==> src/rtl/win_pkg.sv <==
package win_pkg;
    localparam int HOST_AW     = 24;
    localparam int PAGE_LSB    = 12;
    localparam int PAGE_W      = HOST_AW - PAGE_LSB;
    localparam int WIN_BYTES   = 6;
    localparam int WIN_STRIDE  = 8;
    localparam logic [5:0] WIN_BASE = 6'h10;
    localparam logic [5:0] EN_LOC   = 6'h06;
    localparam logic [5:0] ID_LOC   = 6'h00;
    localparam int FLAG_HI     = 7;
    localparam int FLAG_LO     = 6;

    typedef struct packed {
        logic               hit;
        logic [HOST_AW-1:0] card_addr;
        logic               wide;
        logic               zws;
        logic [1:0]         ws;
        logic               attr;
        logic               wp;
        logic               blocked;
    } xlate_t;

    // odd window bytes are high bytes: bits 5:4 unused
    function automatic logic [7:0] byte_mask(input int k);
        return (k % 2 == 1) ? 8'hCF : 8'hFF;
    endfunction
endpackage

==> src/rtl/win_regbank.sv <==
module win_regbank
    import win_pkg::*;
#(
    parameter int         NSOCK   = 2,
    parameter int         NWIN    = 5,
    parameter logic [7:0] ID_BYTE = 8'h83
) (
    input  logic clk,
    input  logic rst_n,
    input  logic reg_we,
    input  logic reg_sel,
    input  logic [7:0] reg_wdata,
    output logic [7:0] reg_rdata,
    output logic [NSOCK-1:0][NWIN-1:0][WIN_BYTES-1:0][7:0] bank_bytes,
    output logic [NSOCK-1:0][NWIN-1:0] bank_en
);
    localparam logic [7:0] EN_MASK = 8'((1 << NWIN) - 1);

    typedef struct packed {
        logic [7:0] idx;
        logic [NSOCK-1:0][NWIN-1:0] en;
        logic [NSOCK-1:0][NWIN-1:0][WIN_BYTES-1:0][7:0] bytes;
    } bank_t;

    bank_t st_d, st_q;
    logic [1:0] sock_f;
    logic [5:0] loc_f;
    logic       tgt_ok;

    assign sock_f = st_q.idx[7:6];
    assign loc_f  = st_q.idx[5:0];

    always_comb begin
        st_d      = st_q;
        tgt_ok    = 1'b0;
        reg_rdata = 8'h00;
        for (int s = 0; s < NSOCK; s++) begin
            if (sock_f == 2'(s)) begin
                if (loc_f == ID_LOC) reg_rdata = ID_BYTE;
                if (loc_f == EN_LOC) begin
                    tgt_ok    = 1'b1;
                    reg_rdata = 8'(st_q.en[s]);
                    if (reg_we && reg_sel) st_d.en[s] = NWIN'(reg_wdata & EN_MASK);
                end
                for (int w = 0; w < NWIN; w++) begin
                    for (int k = 0; k < WIN_BYTES; k++) begin
                        if (loc_f == 6'(int'(WIN_BASE) + WIN_STRIDE * w + k)) begin
                            tgt_ok    = 1'b1;
                            reg_rdata = st_q.bytes[s][w][k];
                            if (reg_we && reg_sel)
                                st_d.bytes[s][w][k] = reg_wdata & byte_mask(k);
                        end
                    end
                end
            end
        end
        if (!reg_sel) reg_rdata = st_q.idx;
        if (reg_we && !reg_sel) st_d.idx = reg_wdata;
    end

    always_ff @(posedge clk) begin
        if (!rst_n) st_q <= '0;
        else        st_q <= st_d;
    end

    assign bank_bytes = st_q.bytes;
    assign bank_en    = st_q.en;

    assert_index_load_R2: assert property (@(posedge clk) disable iff (!rst_n)
        (reg_we && !reg_sel) |=> (st_q.idx == $past(reg_wdata)));
    assert_spare_write_R7: assert property (@(posedge clk) disable iff (!rst_n)
        (reg_we && reg_sel && !tgt_ok) |=> ($stable(st_q.bytes) && $stable(st_q.en)));
    assert_absent_socket_R3: assert property (@(posedge clk) disable iff (!rst_n)
        (reg_we && reg_sel && (int'(sock_f) >= NSOCK)) |=> ($stable(st_q.bytes) && $stable(st_q.en)));
endmodule

==> src/rtl/win_lookup.sv <==
module win_lookup
    import win_pkg::*;
#(
    parameter int NWIN = 5
) (
    input  logic clk,
    input  logic rst_n,
    input  logic req,
    input  logic write,
    input  logic [HOST_AW-1:0] addr,
    input  logic [NWIN-1:0][WIN_BYTES-1:0][7:0] win_bytes,
    input  logic [NWIN-1:0] win_en,
    output xlate_t res
);
    xlate_t res_d, res_q;

    always_comb begin
        logic              found;
        logic [PAGE_W-1:0] page, lo, hi, off, mapped;
        res_d  = '0;
        found  = 1'b0;
        page   = addr[HOST_AW-1:PAGE_LSB];
        for (int w = 0; w < NWIN; w++) begin
            lo     = {win_bytes[w][1][3:0], win_bytes[w][0]};
            hi     = {win_bytes[w][3][3:0], win_bytes[w][2]};
            off    = {win_bytes[w][5][3:0], win_bytes[w][4]};
            mapped = page + off;
            if (!found && req && win_en[w] && page >= lo && page <= hi) begin
                found           = 1'b1;
                res_d.hit       = 1'b1;
                res_d.card_addr = {mapped, addr[PAGE_LSB-1:0]};
                res_d.wide      = win_bytes[w][1][FLAG_HI];
                res_d.zws       = win_bytes[w][1][FLAG_LO];
                res_d.ws        = win_bytes[w][3][FLAG_HI:FLAG_LO];
                res_d.wp        = win_bytes[w][5][FLAG_HI];
                res_d.attr      = win_bytes[w][5][FLAG_LO];
                res_d.blocked   = write & win_bytes[w][5][FLAG_HI];
            end
        end
    end

    always_ff @(posedge clk) begin
        if (!rst_n) res_q <= '0;
        else        res_q <= res_d;
    end

    assign res = res_q;

    assert_idle_no_hit_R8: assert property (@(posedge clk) disable iff (!rst_n)
        !$past(req) |-> !res_q.hit);
    assert_low_bits_pass_R10: assert property (@(posedge clk) disable iff (!rst_n)
        res_q.hit |-> (res_q.card_addr[PAGE_LSB-1:0] == $past(addr[PAGE_LSB-1:0])));
    assert_block_needs_write_R12: assert property (@(posedge clk) disable iff (!rst_n)
        res_q.blocked |-> ($past(write) && res_q.wp && res_q.hit));
    assert_quiet_miss_R11: assert property (@(posedge clk) disable iff (!rst_n)
        !res_q.hit |-> (res_q.card_addr == '0 && !res_q.wp && !res_q.attr && res_q.ws == 2'b00));
endmodule

==> src/rtl/win_xlate.sv <==
module win_xlate
    import win_pkg::*;
#(
    parameter int         NSOCK   = 2,
    parameter int         NWIN    = 5,
    parameter logic [7:0] ID_BYTE = 8'h83,
    localparam int        SW      = (NSOCK > 1) ? $clog2(NSOCK) : 1
) (
    input  logic clk,
    input  logic rst_n,
    input  logic reg_we,
    input  logic reg_sel,
    input  logic [7:0] reg_wdata,
    output logic [7:0] reg_rdata,
    input  logic mem_req,
    input  logic mem_write,
    input  logic [SW-1:0] mem_sock,
    input  logic [HOST_AW-1:0] mem_addr,
    output logic mem_hit,
    output logic [HOST_AW-1:0] card_addr,
    output logic card_wide,
    output logic card_zero_wait,
    output logic [1:0] card_wait,
    output logic card_attr,
    output logic card_wp,
    output logic wr_blocked
);
    logic [NSOCK-1:0][NWIN-1:0][WIN_BYTES-1:0][7:0] bank_bytes;
    logic [NSOCK-1:0][NWIN-1:0] bank_en;
    logic [NWIN-1:0][WIN_BYTES-1:0][7:0] sel_bytes;
    logic [NWIN-1:0] sel_en;
    xlate_t res;

    win_regbank #(.NSOCK(NSOCK), .NWIN(NWIN), .ID_BYTE(ID_BYTE)) u_bank (
        .clk(clk), .rst_n(rst_n), .reg_we(reg_we), .reg_sel(reg_sel),
        .reg_wdata(reg_wdata), .reg_rdata(reg_rdata),
        .bank_bytes(bank_bytes), .bank_en(bank_en)
    );

    always_comb begin
        sel_bytes = '0;
        sel_en    = '0;
        for (int s = 0; s < NSOCK; s++) begin
            if (mem_sock == SW'(s)) begin
                sel_bytes = bank_bytes[s];
                sel_en    = bank_en[s];
            end
        end
    end

    win_lookup #(.NWIN(NWIN)) u_look (
        .clk(clk), .rst_n(rst_n), .req(mem_req), .write(mem_write),
        .addr(mem_addr), .win_bytes(sel_bytes), .win_en(sel_en), .res(res)
    );

    assign mem_hit        = res.hit;
    assign card_addr      = res.card_addr;
    assign card_wide      = res.wide;
    assign card_zero_wait = res.zws;
    assign card_wait      = res.ws;
    assign card_attr      = res.attr;
    assign card_wp        = res.wp;
    assign wr_blocked     = res.blocked;
endmodule

==> config.mk <==
export PLATFORM = sky130hd
export DESIGN_NAME = win_xlate
export DESIGN_NICKNAME = d
export VERILOG_FILES = /design/src/rtl/win_pkg.sv /design/src/rtl/win_regbank.sv /design/src/rtl/win_lookup.sv /design/src/rtl/win_xlate.sv
export SDC_FILE = /design/constraint.sdc
export NUM_CORES = 2
export LEC_CHECK = 0
export CORE_AREA = 4 4 262 264
export DETAILED_ROUTE_END_ITERATION = 8
export DIE_AREA = 0 0 266 268
export DONT_BUFFER_PORTS = 1
export GPL_TIMING_DRIVEN = 1
export SYNTH_ARGS = -nofsm -noshare
export SYNTH_HDL_FRONTEND = slang
export SYNTH_SLANG_ARGS = --single-unit
==> constraint.sdc <==
create_clock -name clk -period 5 [get_ports clk]
set_input_delay 0.25 -clock clk [delete_from_list [all_inputs] [get_ports clk]]
set_output_delay 0.25 -clock clk [all_outputs]
set_load 0.005 [all_outputs]
==> flow_metrics.tcl <==
set metrics [dict create \
    critical_path.max_fanout 17 \
    hp-class "input port to register" \
    p_seq_frac 0.436 \
    wire_per_inst_um 29.8 \
    tightestPinTransition_ps 1130 \
    nets 3892 \
    comb_power_share 0.089 \
    synth_mux_area_frac 0.0959 \
    io_buffers 0 \
    num_vias 30000 \
    yosysUniqueCellTypes 91 \
    max-vdd-ir-drop_v 0.000267 \
    cp_slowest_stage_delay_ps 1030 \
    worstSetupPathType "register to primary output" \
    die_w_um 266 \
    p_leak_uw 0.0119 \
    crit_chain "buf_4 -> nand4bb_1 -> nor2_1 -> a22oi_1 -> nand3_1 -> o211a_1 -> a221oi_1 -> o31ai_1 -> a21oi_1 -> nor2_1 -> buf_4" \
    grt-ovfl-total 0 \
    io_pins 79 \
    crit_required_ps 4750 \
    grt_antenna_before_repair 0 \
    grt_max_degree 408 \
    synth_most_common_cell "nand2_1" \
    syn_inst 3719 \
    switching_share 0.252 \
    fin_crit_ps 4940 \
    finalSetupTns_ps 0 \
    path_buf_inv 2 \
    slowest_stage "nor2_1" \
    setup_viol 0 \
    ys_ff_latch 470 \
    critical-path-top-delay-family "simple AND/OR/NAND/NOR gates" \
    clock_skew_ps 31.1 \
    start_kind "register" \
    h-tree-depth 2 \
    drc_errors 0 \
    layout-drive-gt1-share 0.0773 \
    dr.pass1.iters 6 \
    grt_pass1_vias 27200 \
    drt_iter0_drc 4250 \
    start_util 0.446 \
    r2r_setup_slack_ps 1070 \
    routabilityCongestion 1.11 \
    cts_buffer_depth 3 \
    synth_top_area_share 0.317 \
    syn_nets 3938 \
    synth-main-ff-cell "dfxtp_1" \
    seq_area_frac_synth 0.317 \
    p_total_uw 8640 \
    async_reset_ff_frac 0 \
    p_int_uw 6460 \
    synth_top_family_by_area "compound AO/OA/AOI/OAI gates" \
    yosysWarnings 0 \
    worstSkewPairLatency_ps 620 \
    cts_buffers 52 \
    root_buffer "clkbuf_16" \
    wirelength_um 137000 \
    ant_nets 0 \
    slew_headroom 0.235 \
    arrival_ps 4690 \
    crit_path_end_kind "primary output" \
    hold_viol 0 \
    p_per_area_nw_per_um2 261 \
    syn_area_per_cell_um2 7.98 \
    synth-xor-area-share 0.0130 \
    synthToLayoutAreaGrowth_pct 11.6 \
    ys_top_cells_by_area "dfxtp_1 32%, nand2_1 11%, a21boi_0 10%" \
    synth_edf_count 0 \
    cts_tree "built" \
    status "finished, final reports clean" \
    maxCapViolCount 0 \
    synth_compound_area_frac 0.256 \
    utilization 0.497 \
    track_usage 0.367 \
    die_h_um 268 \
    viasPerCell 6.53 \
    grt_pass1_wl_um 195000 \
    dp.final_hpwl_um 96800 \
    drv_slew 0 \
    clock-sinks 470 \
    clkPwrFrac 0.475 \
    synthTopCellsByCount "831 x nand2_1, 470 x dfxtp_1, 406 x a21boi_0, 197 x clkbuf_1" \
    synthAdderAreaFrac 0.0772 \
    finalCritPeriodShare 0.988 \
    power_switching_uw 2180 \
    rows 95 \
    max_freq_mhz 202 \
    synth.cell_area_um2 29700 \
    core_um2 66600 \
    synthSimpleGateAreaFrac 0.204 \
    clk_pin_slew_ps 60 \
    dieArea_um2 71300 \
    rsz0062_at_grt "false" \
    yosysTopAreaCell "dfxtp_1" \
]
logic make-up after synthesis:
family / Yosys count
adder cells (fa/ha/maj): 180
buffers and inverters: 280
multiplexers: 271
XOR/XNOR: 44
flip-flops: 470
AO/OA/AOI/OAI: 1087
AND/OR/NAND/NOR: 1387
cell usage in the layout (no fill, tap or decap), drive strengths merged, types with 22 or more instances in the layout:
master and n:
nor3 54, xnor2 24, nand2b 29, o21ai 162
a21o 22, dfxtp 470, a211oi 22, clkbuf 70
a221oi 25, nor2 193, o22ai 51, a21oi 142
mux2i 191, a21boi 407, mux2 77, a22oi 33
ha 175, nor2b 58, dlygate4sd3 63, buf 92
o221ai 24, nand2 832, inv 25, nand3 119
o21a 25
metal layers:
metal / global-route usage / up-vias / part of all wire
li1: - / 13200 / -
met4: 0.148 / 0 / 0.050
met1: 0.525 / 14400 / 0.43
met5: 0 / - / 0
met2: 0.535 / 1920 / 0.41
met3: 0.0852 / 386 / 0.12
through the flow:
stage,instance area [um^2],hold slack [ps],cells,setup slack (ps)
after floorplan,29700,364,3719,430
final,33100,49.6,4588,61.0
after global placement,30400,371,4419,989
after CTS,33100,18.9,4586,230
after global routing,33100,39.3,4587,8.26
after detailed placement,30400,371,4419,882
layout make-up:
cell class	count	area (um^2)
multi-input combinational	2969	19200
timing repair buffer	155	1530
fill	6543	33500
tap	873	1090
clock inverter	25	284
inverter	25	93.8
antenna	1	2.50
clock buffer	70	1510
sequential	470	9410
power groups by stage:
stage | sequential (uW) | combinational [uW] | clock (uW)
global placement | 3850 | 566 | 0
floorplan | 3840 | 524 | 0
global route | 3770 | 796 | 4260
finish | 3770 | 765 | 4110
CTS | 3770 | 738 | 4130
detailed placement | 3850 | 564 | 0
worst reg2reg max path: cells and delay by family (launching register included):
family / cells / cell delay [ps]
fa+ha+maj: 1 / 310
simple gates: 4 / 1890
mux: 1 / 110
flops: 1 / 440
compound gates: 5 / 1050
flip-flops by register name, summed over array words and instances, names as in the netlist:
| name | cells |
|---|---|
| u_bank.bank_bytes | 420 |
| u_bank.sock_f | 2 |
| u_bank.bank_en | 10 |
| u_bank.loc_f | 6 |
| u_look.res | 32 |
path summary, 6_finish.rpt:
path,startpoint,endpoint,depth (start not counted)
min reg2reg,u_bank.bank_en[6],u_bank.bank_en[6],2
min,reg_wdata[7],u_bank.bank_bytes[327],3
max,u_bank.loc_f[2],reg_rdata[4],11
max reg2reg,u_bank.bank_bytes[117],u_look.res[29],11
timing repair:
action | 4_1_cts | 5_1_grt
buffers inserted | 0 | 0
gates resized for setup | 0 | 1
hold endpoints to repair | 469 | 0
endpoints found under the setup margin | 0 | 1
hold buffers | 72 | 0
Note: power is estimated with default switching activity, not from simulation.
